===== config.mk =====
export PLATFORM = sky130hd
export DESIGN_NAME = exc_frame_seq
export DESIGN_NICKNAME = d
export VERILOG_FILES = /design/src/rtl/exc_seq_pkg.sv /design/src/rtl/exc_irq_gate.sv /design/src/rtl/exc_frame_build.sv /design/src/rtl/exc_frame_unpack.sv /design/src/rtl/exc_frame_seq.sv
export SDC_FILE = /design/constraint.sdc
export NUM_CORES = 1
export LEC_CHECK = 0
export BUFFER_PORTS_ARGS = -buffer_cell sky130_fd_sc_hd__buf_2
export CORE_ASPECT_RATIO = 1.75
export CORE_MARGIN = 3
export CORE_UTILIZATION = 50
export CTS_BUF_LIST = sky130_fd_sc_hd__clkbuf_4
export DETAILED_ROUTE_END_ITERATION = 6
export PLACE_DENSITY = 0.79
export SYNTH_ARGS = -nofsm -noshare
export SYNTH_HDL_FRONTEND = slang
export SYNTH_HIERARCHICAL = 1
export SYNTH_SLANG_ARGS = --single-unit

===== constraint.sdc =====
create_clock -name clk -period 9.3 [get_ports clk]
set_input_delay 0.93 -clock clk [delete_from_list [all_inputs] [get_ports clk]]
set_output_delay 0.93 -clock clk [all_outputs]
set_load 0.01 [all_outputs]

===== src/rtl/exc_seq_pkg.sv =====
package exc_seq_pkg;

   // status register layout
   localparam int SR_S_BIT    = 13;
   localparam int SR_M_BIT    = 12;
   localparam int SR_MASK_LSB = 8;

   // frame word layout
   localparam int        FW_FMT_LSB  = 28;
   localparam logic [3:0] FW_FMT_CODE = 4'h4;
   localparam int        FW_VOFF_LSB = 16;

   typedef enum logic [1:0] {
      STK_USER   = 2'd0,
      STK_ISP    = 2'd1,
      STK_MASTER = 2'd2
   } stk_sel_e;

   typedef enum logic [3:0] {
      ST_IDLE,
      ST_ENT_SP,
      ST_PUSH_RA,
      ST_PUSH_FW,
      ST_SP_WB,
      ST_VEC_RD,
      ST_RET_SP,
      ST_POP_FW,
      ST_POP_PC,
      ST_RET_FIN,
      ST_DONE
   } seq_st_e;

endpackage


===== src/rtl/exc_irq_gate.sv =====
module exc_irq_gate #(
   parameter int LVL_W     = 3,
   parameter int VEC_W     = 8,
   parameter bit LATCH_VEC = 1'b1
) (
   input  logic             clk,
   input  logic             rst_n,
   input  logic             pend_valid_i,
   input  logic [LVL_W-1:0] pend_lvl_i,
   input  logic [VEC_W-1:0] pend_vec_i,
   input  logic [LVL_W-1:0] mask_i,
   output logic             take_o,
   output logic [LVL_W-1:0] lvl_o,
   output logic [VEC_W-1:0] vec_o
);

   logic cap_vld;

   generate
      if (LATCH_VEC) begin : g_latch
         logic [LVL_W-1:0] lvl_q;
         logic [VEC_W-1:0] vec_q;
         logic             vld_q;

         always_ff @(posedge clk or negedge rst_n) begin
            if (!rst_n) begin
               vld_q <= 1'b0;
               lvl_q <= '0;
               vec_q <= '0;
            end else if (!pend_valid_i) begin
               vld_q <= 1'b0;
            end else if (!vld_q) begin
               vld_q <= 1'b1;
               lvl_q <= pend_lvl_i;
               vec_q <= pend_vec_i;
            end
         end

         assign cap_vld = vld_q;
         assign lvl_o   = lvl_q;
         assign vec_o   = vec_q;
      end else begin : g_live
         assign cap_vld = pend_valid_i;
         assign lvl_o   = pend_lvl_i;
         assign vec_o   = pend_vec_i;
      end
   endgenerate

   assign take_o = cap_vld && (lvl_o > mask_i);

endmodule


===== src/rtl/exc_frame_build.sv =====
module exc_frame_build
   import exc_seq_pkg::*;
#(
   parameter int DATA_W    = 32,
   parameter int VEC_W     = 8,
   parameter int LVL_W     = 3,
   parameter int SR_W      = 16,
   parameter int TRAP_BASE = 32,
   parameter int TRAP_CNT  = 16,
   parameter int PC_STEP   = 2
) (
   // inputs sampled at the start of an entry
   input  logic [SR_W-1:0]   cur_sr_i,
   input  logic              hw_i,
   input  logic [LVL_W-1:0]  lvl_i,
   input  logic [VEC_W-1:0]  vec_i,
   input  logic [DATA_W-1:0] pc_i,
   output logic [SR_W-1:0]   new_sr_o,
   output logic [DATA_W-1:0] ret_addr_o,
   // inputs once the new stack is visible
   input  logic [SR_W-1:0]   saved_sr_i,
   input  logic [VEC_W-1:0]  saved_vec_i,
   input  logic [1:0]        sp_low_i,
   output logic [DATA_W-1:0] frame_o
);

   localparam int VOFF_W = VEC_W + 2;

   logic is_trap;

   always_comb begin
      is_trap = (int'(vec_i) >= TRAP_BASE) && (int'(vec_i) < TRAP_BASE + TRAP_CNT);
      ret_addr_o = (is_trap && !hw_i) ? pc_i + DATA_W'(PC_STEP) : pc_i;
   end

   always_comb begin
      new_sr_o = cur_sr_i;
      new_sr_o[SR_S_BIT] = 1'b1;
      if (hw_i) begin
         new_sr_o[SR_MASK_LSB +: LVL_W] = lvl_i;
         new_sr_o[SR_M_BIT] = 1'b0;
      end
   end

   always_comb begin
      frame_o = '0;
      frame_o[FW_FMT_LSB +: 4]       = FW_FMT_CODE | {2'b00, sp_low_i};
      frame_o[FW_VOFF_LSB +: VOFF_W] = {saved_vec_i, 2'b00};
      frame_o[SR_W-1:0]              = saved_sr_i;
   end

endmodule


===== src/rtl/exc_frame_unpack.sv =====
module exc_frame_unpack #(
   parameter int DATA_W = 32,
   parameter int FRAME_BYTES = 8
) (
   input  logic [DATA_W-1:0] sp_i,
   input  logic [1:0]        mis_i,
   output logic [DATA_W-1:0] sp_o
);

   always_comb begin
      sp_o = (sp_i | {{(DATA_W-2){1'b0}}, mis_i}) + DATA_W'(FRAME_BYTES);
   end

endmodule


===== src/rtl/exc_frame_seq.sv =====
module exc_frame_seq
   import exc_seq_pkg::*;
#(
   parameter int          DATA_W    = 32,
   parameter int          VEC_W     = 8,
   parameter int          LVL_W     = 3,
   parameter int          SR_W      = 16,
   parameter logic [15:0] SR_RST    = 16'h2700,
   parameter int          TRAP_BASE = 32,
   parameter int          TRAP_CNT  = 16,
   parameter int          PC_STEP   = 2,
   parameter bit          LATCH_VEC = 1'b1
) (
   input  logic              clk,
   input  logic              rst_n,
   input  logic              start_i,
   input  logic              ret_sel_i,
   input  logic              hw_irq_i,
   input  logic [VEC_W-1:0]  vec_num_i,
   input  logic [DATA_W-1:0] pc_i,
   input  logic [DATA_W-1:0] vbr_i,
   input  logic [DATA_W-1:0] sp_i,
   input  logic              pend_valid_i,
   input  logic [LVL_W-1:0]  pend_lvl_i,
   input  logic [VEC_W-1:0]  pend_vec_i,
   output logic              irq_ok_o,
   output logic              busy_o,
   output logic              done_o,
   output logic [DATA_W-1:0] pc_o,
   output logic [SR_W-1:0]   sr_o,
   output logic [1:0]        stk_sel_o,
   output logic              sp_we_o,
   output logic [DATA_W-1:0] sp_o,
   output logic              mem_req_o,
   output logic              mem_we_o,
   output logic [DATA_W-1:0] mem_addr_o,
   output logic [DATA_W-1:0] mem_wdata_o,
   input  logic [DATA_W-1:0] mem_rdata_i,
   input  logic              mem_rdy_i
);

   localparam int WORD_B  = DATA_W / 8;
   localparam int FRAME_B = 2 * WORD_B;

   generate
      if (DATA_W != 32) begin : g_bad_dw
         $error("exc_frame_seq: DATA_W must be 32");
      end
      if (SR_W != 16) begin : g_bad_sr
         $error("exc_frame_seq: SR_W must be 16");
      end
      if (LVL_W != 3) begin : g_bad_lvl
         $error("exc_frame_seq: LVL_W must be 3");
      end
      if (VEC_W < 1 || VEC_W > 8) begin : g_bad_vec
         $error("exc_frame_seq: VEC_W must be 1..8");
      end
   endgenerate

   seq_st_e           state_q;
   logic [SR_W-1:0]   sr_q, old_sr_q;
   logic [DATA_W-1:0] pc_q, ra_q, sp_q, fw_q;
   logic [VEC_W-1:0]  vec_q;

   logic              irq_take;
   logic [LVL_W-1:0]  cap_lvl;
   logic [VEC_W-1:0]  cap_vec;
   logic [VEC_W-1:0]  eff_vec;
   logic [SR_W-1:0]   new_sr;
   logic [DATA_W-1:0] ret_addr, frame_w, ret_sp;
   logic              go, xfer;

   exc_irq_gate #(
      .LVL_W(LVL_W), .VEC_W(VEC_W), .LATCH_VEC(LATCH_VEC)
   ) u_irq (
      .clk          (clk),
      .rst_n        (rst_n),
      .pend_valid_i (pend_valid_i),
      .pend_lvl_i   (pend_lvl_i),
      .pend_vec_i   (pend_vec_i),
      .mask_i       (sr_q[SR_MASK_LSB +: LVL_W]),
      .take_o       (irq_take),
      .lvl_o        (cap_lvl),
      .vec_o        (cap_vec)
   );

   assign eff_vec = hw_irq_i ? cap_vec : vec_num_i;

   exc_frame_build #(
      .DATA_W(DATA_W), .VEC_W(VEC_W), .LVL_W(LVL_W), .SR_W(SR_W),
      .TRAP_BASE(TRAP_BASE), .TRAP_CNT(TRAP_CNT), .PC_STEP(PC_STEP)
   ) u_build (
      .cur_sr_i    (sr_q),
      .hw_i        (hw_irq_i),
      .lvl_i       (cap_lvl),
      .vec_i       (vec_num_i),
      .pc_i        (pc_i),
      .new_sr_o    (new_sr),
      .ret_addr_o  (ret_addr),
      .saved_sr_i  (old_sr_q),
      .saved_vec_i (vec_q),
      .sp_low_i    (sp_i[1:0]),
      .frame_o     (frame_w)
   );

   exc_frame_unpack #(
      .DATA_W(DATA_W), .FRAME_BYTES(FRAME_B)
   ) u_unpack (
      .sp_i  (sp_q),
      .mis_i (fw_q[FW_FMT_LSB +: 2]),
      .sp_o  (ret_sp)
   );

   assign go   = start_i && (state_q == ST_IDLE) &&
                 (ret_sel_i || !hw_irq_i || irq_take);
   assign xfer = mem_req_o && mem_rdy_i;

   always_ff @(posedge clk or negedge rst_n) begin
      if (!rst_n) begin
         state_q  <= ST_IDLE;
         sr_q     <= SR_RST;
         old_sr_q <= '0;
         pc_q     <= '0;
         ra_q     <= '0;
         sp_q     <= '0;
         fw_q     <= '0;
         vec_q    <= '0;
      end else begin
         unique case (state_q)
            ST_IDLE: begin
               if (go) begin
                  if (ret_sel_i) begin
                     state_q <= ST_RET_SP;
                  end else begin
                     old_sr_q <= sr_q;
                     sr_q     <= new_sr;
                     ra_q     <= ret_addr;
                     vec_q    <= eff_vec;
                     state_q  <= ST_ENT_SP;
                  end
               end
            end
            ST_ENT_SP: begin
               sp_q    <= {sp_i[DATA_W-1:2], 2'b00};
               fw_q    <= frame_w;
               state_q <= ST_PUSH_RA;
            end
            ST_PUSH_RA: if (xfer) state_q <= ST_PUSH_FW;
            ST_PUSH_FW: if (xfer) state_q <= ST_SP_WB;
            ST_SP_WB:   state_q <= ST_VEC_RD;
            ST_VEC_RD: begin
               if (xfer) begin
                  pc_q    <= mem_rdata_i;
                  state_q <= ST_DONE;
               end
            end
            ST_RET_SP: begin
               sp_q    <= sp_i;
               state_q <= ST_POP_FW;
            end
            ST_POP_FW: begin
               if (xfer) begin
                  fw_q    <= mem_rdata_i;
                  state_q <= ST_POP_PC;
               end
            end
            ST_POP_PC: begin
               if (xfer) begin
                  pc_q    <= mem_rdata_i;
                  state_q <= ST_RET_FIN;
               end
            end
            ST_RET_FIN: begin
               sr_q    <= fw_q[SR_W-1:0];
               state_q <= ST_DONE;
            end
            ST_DONE: state_q <= ST_IDLE;
            default: state_q <= ST_IDLE;
         endcase
      end
   end

   always_comb begin
      mem_req_o   = 1'b0;
      mem_we_o    = 1'b0;
      mem_addr_o  = '0;
      mem_wdata_o = '0;
      sp_we_o     = 1'b0;
      sp_o        = '0;
      unique case (state_q)
         ST_PUSH_RA: begin
            mem_req_o   = 1'b1;
            mem_we_o    = 1'b1;
            mem_addr_o  = sp_q - DATA_W'(WORD_B);
            mem_wdata_o = ra_q;
         end
         ST_PUSH_FW: begin
            mem_req_o   = 1'b1;
            mem_we_o    = 1'b1;
            mem_addr_o  = sp_q - DATA_W'(FRAME_B);
            mem_wdata_o = fw_q;
         end
         ST_SP_WB: begin
            sp_we_o = 1'b1;
            sp_o    = sp_q - DATA_W'(FRAME_B);
         end
         ST_VEC_RD: begin
            mem_req_o  = 1'b1;
            mem_addr_o = vbr_i + {{(DATA_W-VEC_W-2){1'b0}}, vec_q, 2'b00};
         end
         ST_POP_FW: begin
            mem_req_o  = 1'b1;
            mem_addr_o = sp_q;
         end
         ST_POP_PC: begin
            mem_req_o  = 1'b1;
            mem_addr_o = sp_q + DATA_W'(WORD_B);
         end
         ST_RET_FIN: begin
            sp_we_o = 1'b1;
            sp_o    = ret_sp;
         end
         default: ;
      endcase
   end

   always_comb begin
      if (!sr_q[SR_S_BIT])     stk_sel_o = STK_USER;
      else if (sr_q[SR_M_BIT]) stk_sel_o = STK_MASTER;
      else                     stk_sel_o = STK_ISP;
   end

   assign busy_o   = (state_q != ST_IDLE);
   assign done_o   = (state_q == ST_DONE);
   assign pc_o     = pc_q;
   assign sr_o     = sr_q;
   assign irq_ok_o = irq_take;

endmodule


[After elaboration in Yosys (flattened, before gate mapping)]
Index checks and enable logic that the tools add are counted.
Cells by class
  add/sub/neg operators: 6
  multipliers: 0
  div/mod/pow operators: 0
  order comparisons: 3
  equal/unequal tests: 18
  shift-type cells: 0
  multiplexer cells: 27
  bitwise gates (word level): 4
  reductions and logical operators: 26
Operator list (count)
  32-bit one-hot mux with 2 select lines: 4
  32-bit one-hot mux with 5 select lines: 1
  32-bit two-way mux: 2
  4-bit one-hot mux with 10 select lines: 1
  32-bit by 10-bit adder with 32-bit output: 1
  32-bit by 2-bit adder with 32-bit output (second input constant): 1
  32-bit by 3-bit adder with 32-bit output (second input constant): 1
  32-bit by 4-bit adder with 32-bit output (second input constant): 1
  32-bit by 2-bit OR with 32-bit output: 1
  16-bit one-hot mux with 2 select lines: 1
  32-bit by 3-bit subtractor with 32-bit output (second input constant): 1
  32-bit by 4-bit subtractor with 32-bit output (second input constant): 1
  14-bit two-way mux: 2
  4-bit two-way mux: 6
  4-bit by 3-bit equality test with 1-bit output (second input constant): 4
  2-bit != test (second input constant): 8
  4-bit equality test (second input constant): 3
  4-bit by 2-bit equality test with 1-bit output (second input constant): 2
  8-bit by 6-bit >= comparator with 1-bit output (second input constant): 1
  8-bit by 6-bit less-than comparator with 1-bit output (second input constant): 1
  8-bit two-way mux: 1
  2-bit AND reduction: 4
  1-bit logical AND: 6
  3-bit two-way mux: 2
  15 further kinds: 28
Storage, ports and cells
  bits in registers: 184
  bits in latches: 0
  bits in writable memories: 0
  bits in read-only memories: 0
  bits of input ports: 154
  output and inout bits: 152
  logic and storage cells: 97
  memories: 0

[Logic depth before layout (Yosys ltp)]
Gate-level depths: netlist of the first run.
  depth after elaboration: 6
  gate-level depth with buffers: 14
  depth with buffers taken out: 13

[Hierarchy]
The synthesis of the first run kept the hierarchy.
Modules (own cells, without submodules)
  exc_frame_seq: instances 1, cells each 1207, area each 11410.9 um2, seq. area each 4309.1 um2
  exc_frame_build: instances 1, cells each 151, area each 1083.5 um2, seq. area each 0.0 um2
  exc_frame_unpack: instances 1, cells each 82, area each 619.3 um2, seq. area each 0.0 um2
  exc_irq_gate: instances 1, cells each 36, area each 574.3 um2, seq. area each 300.3 um2

[Worst setup path after synthesis of the first run]
OpenSTA, ideal clock, no wires.
  path kind: flip-flop to output port
  start: reg state_q[2]
  end: out mem_addr_o[31]
  arrival time: 3.930 ns
  required time: 8.370 ns
  path slack: 4.440 ns
  stages on the path, launching flop included: 14
  cells stage by stage: dfrtp_1 -> inv_1 -> nand2_1 -> nor3_1 -> inv_1 -> ha_1 -> a21o_1 -> nor3b_1 -> nor3_1 -> a31oi_1 -> o211ai_1 -> nor4b_1 -> nor4_1 -> o21ai_0
Between the ends
  longest elaborated chain between the ends: 2
Ends and longest elaborated chain
  from (decl): RTL line exc_frame_seq.sv:60  | seq_st_e state_q;
  from (signal assigned): RTL line exc_frame_seq.sv:120  | state_q <= ST_IDLE;
  from (signal assigned): RTL line exc_frame_seq.sv:133  | state_q <= ST_RET_SP;
  from (signal assigned): RTL line exc_frame_seq.sv:139  | state_q <= ST_ENT_SP;
  4-bit equality test, or another cell as far along: RTL line exc_frame_seq.sv:190  | unique case (state_q)
  32-bit one-hot mux with 5 select lines (*): RTL line exc_frame_seq.sv:190
  to (decl): RTL line exc_frame_seq.sv:36  | output logic [DATA_W-1:0] mem_addr_o,
Mark *: on every way between the ends. The rest lies on a longest branch, timed or not.

[Worst setup path after layout of the first run]
  start: reg state_q[3]
  end: out mem_addr_o[31]
The elaborated chain is that of the path after synthesis.

==> results of run 1 <==
## logic make-up (layout without fill, tap and decap cells)
family | Yosys count | count (layout)
AND/OR/NAND/NOR | 448 | 448
flip-flops | 184 | 184
other | 2 | 9
buffers and inverters | 152 | 382
AO/OA/AOI/OAI | 302 | 302
adder cells (fa/ha/maj) | 49 | 49
multiplexers | 184 | 184
XOR/XNOR | 155 | 155
## synthesized netlist by cell type (31+ instances only)
library cell	instances	area share
dfrtp_1	180	0.33
nand2_1	164	0.045
o21ai_0	127	0.046
mux2_2	112	0.092
xnor2_1	87	0.056
xor2_1	67	0.043
nor2_1	65	0.018
clkbuf_1	64	0.018
mux2i_1	62	0.045
buf_4	47	0.026
ha_1	47	0.043
nand3_1	43	0.016
a21oi_1	39	0.014
a22o_1	35	0.022
nor3_1	31	0.011
## worst min-delay path by stage
stage | slack [ns] | depth (start not counted) | startpoint | end
2_1_floorplan | 0.45 | 2 | fw_q[16]$_DFFE_PN0P_ | fw_q[16]$_DFFE_PN0P_
3_3_place_gp | 0.47 | 2 | fw_q[30]$_DFFE_PN0P_ | fw_q[30]$_DFFE_PN0P_
3_5_place_dp | 0.48 | 2 | fw_q[30]$_DFFE_PN0P_ | fw_q[30]$_DFFE_PN0P_
4_1_cts | 0.24 | 1 | rst_n | ra_q[0]$_DFFE_PN0P_
5_1_grt | 0.24 | 1 | rst_n | old_sr_q[0]$_DFFE_PN0P_
6_report | 0.27 | 1 | rst_n | old_sr_q[2]$_DFFE_PN0P_
## layout make-up
type / instances / area [um^2] / area share
inverters: 27 / 101.3 / 0.006552
clock buffers: 18 / 135.1 / 0.008736
well taps: 364 / 455.4 / 0.02944
clock inverters: 14 / 141.4 / 0.009140
diodes: 2 / 5.005 / 0.0003235
multi-input cells: 1145 / 8351 / 0.5398
flip-flops and latches: 184 / 4609 / 0.2980
repair buffers: 323 / 1670 / 0.1080
## worst max-delay path, cell delays in order, from the launching register on
cell and delay, ns:
dfrtp_1 0.81, nand2_1 0.28, nor3_1 0.77, inv_1 0.61, ha_1 0.57, o21ai_0 0.16, a221oi_1 0.58, o211ai_1 0.14
a31oi_1 0.33, o211ai_1 0.18, nor4b_1 0.19, o31a_1 0.31, o21ai_0 0.24, buf_2 0.19
## per-layer routing
metal	vias up	global-route usage	part of all wire
met1	5943	0.3223	0.34
met2	563	0.5765	0.53
met5	-	0	0.00021
met4	2	0.1720	0.060
li1	5685	-	-
met3	146	0.07747	0.069
## power by group
part / internal (uW) / switching [uW]
clock network: 143 / 302
registers: 1160 / 485
logic: 1320 / 1780
## through the flow
stage          instance area [um^2]  std cells  hold slack (ns)  power (uW)  setup slack [ns]
3_3_place_gp                  15190       2043           0.4666        4666             3.312
3_5_place_dp                  15190       2043           0.4763        4728             3.198
4_1_cts                       15460       2075           0.2373        5183             2.495
2_1_floorplan                 13710       1481           0.4502        3668             4.440
6_report                      15470       2077           0.2735        5195             2.421
5_1_grt                       15470       2077           0.2440        5570             2.060
## flip-flops by register name (all words and copies together) (netlist names)
name,flops
sp_q,32
u_irq/cap_vld,1
sr_o,16
fw_q,32
old_sr_q,16
pc_o,32
u_irq/vec_o,8
state_q,4
u_irq/lvl_o,3
ra_q,32
vec_q,8
==> results_dict.tcl, run 1 <==
set metrics [dict create \
    status "finished, final reports clean" \
    clkLatencyLatePin_ns 0.60 \
    tns_ns 0 \
    grt_use_total 0.3164 \
    die_x_um 131.1 \
    r2r_cells 5 \
    rows 79 \
    drc_errors 0 \
    synth-seq-cells 184 \
    cp.required_ns 8.37 \
    yosys_warnings 6 \
    postCtsHoldBufs 0 \
    synthArstFlopShare 1.000 \
    gr-total-overflow 0 \
    antenna_found_initial 3 \
    end_kind "output port" \
    finalHoldViolCount 0 \
    via_count 12340 \
    clk_pin_slew_ns 0.16 \
    die_y_um 224.9 \
    cts-resized-gates 0 \
    grt_first_pass_wirelength_mm 70.46 \
    rr_endpoint "pc_o[26]$_DFFE_PN0P_" \
    fp.dieArea_mm2 0.02948 \
    power.density_mw_per_mm2 335.9 \
    gp_congestion 0.9646 \
    cts_setup_buffers 0 \
    rsz0062_at_grt "false" \
    num-fill-cells 2424 \
    clock_sinks 184 \
    drv_slew 0 \
    synth_simple_gate_area_frac 0.1699 \
    synth_xor_xnor_area_share 0.09973 \
    wl_per_cell_um 22.50 \
    relSlewSlack 0.1923 \
    final_util 0.5775 \
    crit_start "state_q[3]$_DFFE_PN0P_" \
    synthMuxAreaShare 0.1484 \
    seq_area_frac_synth 0.3367 \
    crit_type "flop to output port" \
    crit_end "mem_addr_o[31]" \
    period_share 0.7397 \
    avgSynthCellArea_um2 9.274 \
    layout-drive-gt1-share 0.3045 \
    peakVddDrop_mv 0.2065 \
    clk_path_buf_depth 2 \
    max_cap_violations 0 \
    htree_levels 4 \
    synth_cell_types 74 \
    hold_class "input port to async pin" \
    io-pin-count 306 \
    final_common_cell "buf_2" \
    startpoint_type "flop" \
    worst_slew_pin_slew_ns 1.207 \
    drt-total-wl_mm 46.73 \
    synth-main-ff-cell "dfrtp_1" \
    via_per_inst 5.941 \
    synthAdderAreaFrac 0.04589 \
    ff2ff_setup_slack_ns 6.28 \
    syn_to_final_growth_pct 13.01 \
    fin_skew_ns 0.02790 \
    nNetsFinal 1901 \
    leakage_uw 0.007016 \
    cp.arrival_ns 5.95 \
    syn-instance-count 1476 \
    critPathMaxFanout 21 \
    period_needed_ns 6.879 \
    cts_tree "done" \
    port_buffers 305 \
    drt_iter0_drc 660 \
    dp_hpwl_mm 36.67 \
    cts_root_buf "clkbuf_4" \
    fmax_mhz 145.4 \
    synth_top_family_by_area "simple AND/OR/NAND/NOR gates" \
    final_cell_mix "304 x buf_2, 180 x dfrtp_1, 164 x nand2_1" \
    setup_viol 0 \
    ant_nets 0 \
    dr.pass1.iters 7 \
    synthesis.area_mm2 0.01369 \
    coreArea_mm2 0.02679 \
    synth_edf_count 0 \
    initial_utilization 0.5110 \
    r2r-start "state_q[1]$_DFFE_PN0P_" \
    grt_max_degree 71 \
    synth_compound_area_frac 0.1402 \
    grt_pass1_vias 12510 \
    numCtsBuffers 17 \
]
No activity file was read; power rests on OpenSTA's default activity.
==> run 2, diff against run 1 <==
--- a/config.mk
+++ b/config.mk
@@ -5,13 +5,14 @@
 export SDC_FILE = /design/constraint.sdc
 export NUM_CORES = 1
 export LEC_CHECK = 0
+export ABC_AREA = 1
 export BUFFER_PORTS_ARGS = -buffer_cell sky130_fd_sc_hd__buf_2
 export CORE_ASPECT_RATIO = 1.75
 export CORE_MARGIN = 3
 export CORE_UTILIZATION = 50
 export CTS_BUF_LIST = sky130_fd_sc_hd__clkbuf_4
 export DETAILED_ROUTE_END_ITERATION = 6
-export PLACE_DENSITY = 0.79
+export PLACE_DENSITY = 0.8
 export SYNTH_ARGS = -nofsm -noshare
 export SYNTH_HDL_FRONTEND = slang
 export SYNTH_HIERARCHICAL = 1
==> constraint.sdc (replaced) <==
create_clock -name clk -period 6.16 [get_ports clk]
set_input_delay 0.616 -clock clk [delete_from_list [all_inputs] [get_ports clk]]
set_output_delay 0.616 -clock clk [all_outputs]
set_load 0.01 [all_outputs]
==> run 2 against run 1 <==
Compared with the run above:
- the flow now finishes with violations (hold timing)
- largest cell class unchanged
- largest power group unchanged
- routed wire length increased by 27%
- total power rose by 57%
- non-clock buffer count down 7
==> results_dict.tcl, run 2 <==
set metrics [dict create \
    startpoint_type "flop" \
    layout-drive-gt1-share 0.1649 \
    end_kind "output port" \
    r2r-start "sr_o[10]$_DFFE_PN1P_" \
    clock_sinks 184 \
    wl_per_cell_um 18.91 \
    dp_slack_ns 2.004 \
    initial_utilization 0.5082 \
    finalHoldViolCount 8 \
    fmax_mhz 201.7 \
    clk_pin_slew_ns 0.18 \
    dp_hpwl_mm 47.32 \
    register_area_mm2 0.004609 \
    numCtsBuffers 17 \
    synth-main-ff-cell "dfrtp_1" \
    synth_common_cells "861 x nand2_1, 332 x inv_1, 222 x o21ai_0, 199 x nand3_1" \
    tns_ns 0 \
    period_needed_ns 4.958 \
    crit_type "flop to output port" \
    clkLatencyLatePin_ns 0.65 \
    peakVddDrop_mv 0.3432 \
    max_cap_violations 0 \
    synth_edf_count 0 \
    cts-resized-gates 0 \
    synthesis.area_mm2 0.01567 \
    rsz0062_at_grt "false" \
    cp.required_ns 5.54 \
    multi_input_comb_area_mm2 0.009062 \
    combPwrFrac 0.627 \
    clk_path_buf_depth 2 \
    internal_power_uw 3612 \
    critPathMaxFanout 36 \
    r2r_cells 13 \
    setup_ws_ns 1.202 \
    synthTopCellsByArea "dfrtp_1 29%, nand2_1 21%, inv_1 8.0%" \
    relSlewSlack 0.3346 \
    syn_to_final_growth_pct 11.05 \
    violations "hold timing" \
    synth_cell_types 50 \
    leakage_uw 0.009425 \
    num-fill-cells 3112 \
    cts_setup_buffers 0 \
    seq_area_frac_synth 0.2941 \
    ant_nets 0 \
    drc_errors 0 \
    synth-seq-cells 184 \
    postCtsHoldBufs 0 \
    antenna_found_initial 3 \
    rr_endpoint "vec_q[7]$_DFFE_PN0P_" \
    final_common_cell "nand2_1" \
    seq_power_share 0.282 \
    p_clk_frac 0.091 \
    grt_max_degree 111 \
    synthArstFlopShare 1.000 \
    via_count 17050 \
    ff2ff_setup_slack_ns 2.56 \
    setup_viol 0 \
    dp.cells 3094 \
    port_buffers 305 \
    grt_first_pass_wirelength_mm 88.88 \
    worst_slew_pin_slew_ns 0.9981 \
    whs_ns -0.03795 \
    grt_pass1_vias 16380 \
    status "finished, violations left" \
    coreArea_mm2 0.03084 \
    power.net_switching_uw 4562 \
    final_cell_mix "861 x nand2_1, 332 x inv_1, 304 x buf_2" \
    nNetsFinal 2925 \
    cts_tree "done" \
    fin_skew_ns 0.03370 \
    power.density_mw_per_mm2 469.6 \
    dr.pass1.iters 7 \
    cts_root_buf "clkbuf_4" \
    die_y_um 240.2 \
    gr-total-overflow 0 \
    drt_iter0_drc 1138 \
    die_x_um 139.8 \
    fp.dieArea_mm2 0.03359 \
    cp.arrival_ns 4.34 \
    yosys.cell_count.top_type "nand2_1" \
    synth_top_area_cell "dfrtp_1" \
    gp_congestion 1.017 \
    p_sw_frac 0.5581 \
    hold_class "input port to async pin" \
    final_util 0.5643 \
    grt_use_total 0.3410 \
    htree_levels 4 \
    syn-instance-count 2498 \
    drt-total-wl_mm 59.15 \
    instances_no_fill 3127 \
    avgSynthCellArea_um2 6.274 \
    via_per_inst 5.452 \
    drv_slew 0 \
    yosys_warnings 6 \
    rows 85 \
    period_share 0.8048 \
    io-pin-count 306 \
    yosysTopAreaCellShare 0.2874 \
]
==> run 2: power groups by stage <==
stage	Combinational [uW]	Sequential [uW]	Clock [uW]
floorplan	3460	2160	0
global placement	4970	2290	0
detailed placement	5040	2310	0
CTS	5070	2290	761
global route	5700	2350	803
finish	5120	2310	747
==> run 2: how the worst max path moves through the flow <==
stage / endpoint / startpoint / cells after the start / slack [ns]
after CTS: mem_addr_o[14] / state_q[2]$_DFFE_PN0P_ / 13 / 1.27
after detailed placement: mem_addr_o[14] / state_q[3]$_DFFE_PN0P_ / 14 / 2.00
after floorplan: mem_addr_o[10] / state_q[2]$_DFFE_PN0P_ / 12 / 3.20
after global routing: mem_addr_o[28] / state_q[2]$_DFFE_PN0P_ / 15 / 0.93
final: mem_addr_o[10] / state_q[3]$_DFFE_PN0P_ / 14 / 1.20
after global placement: mem_addr_o[14] / state_q[2]$_DFFE_PN0P_ / 13 / 2.02
==> run 2: layout make-up <==
cell class,count,share of cell area
antenna,1,0.0001438
clock buffer,17,0.007333
clock inverter,15,0.01064
inverter,349,0.07527
multi-input combinational,1854,0.5207
sequential,184,0.2648
tap,391,0.02811
timing repair buffer,316,0.09295
==> run 2: critical path, cell delays in order (launching register included) <==
cell	delay [ns]
dfrtp_1	0.41
inv_1	0.10
nor2_4	0.65
inv_2	0.12
nor2_4	0.20
inv_2	0.32
ha_1	0.47
a21oi_1	0.35
nor2_1	0.10
nor2_1	0.10
nand2_1	0.13
or2_2	0.29
nand3_1	0.07
nand4_1	0.18
buf_2	0.20
==> run 2: cell families after synthesis <==
| kind of cell | after synthesis | share of synthesized area |
|---|---|---|
| other cells | 2 | 0.0004792 |
| buf+inv | 465 | 0.1289 |
| flops | 184 | 0.2941 |
| fa+ha+maj | 49 | 0.04008 |
| xor+xnor | 50 | 0.02794 |
| compound gates | 361 | 0.1264 |
| mux | 1 | 0.0007185 |
| simple gates | 1386 | 0.3814 |
==> run 2: per-stage QoR <==
step | hold slack [ns] | cell area (um^2) | total power (uW)
final | -0.03795 | 17400 | 8174
after global routing | 0.05662 | 17400 | 8852
after CTS | 0.02601 | 17400 | 8119
after detailed placement | 0.4585 | 17090 | 7354
after global placement | 0.4539 | 17090 | 7263
after floorplan | 0.3204 | 15690 | 5618
==> run 2: per-layer routing <==
layer  GRT usage  vias up  share of wire
li1            -     8296              -
met4      0.2445        2          0.083
met5           0        -        0.00030
met3     0.05015      193          0.058
met2      0.6302      712           0.52
met1      0.3464     7846           0.34
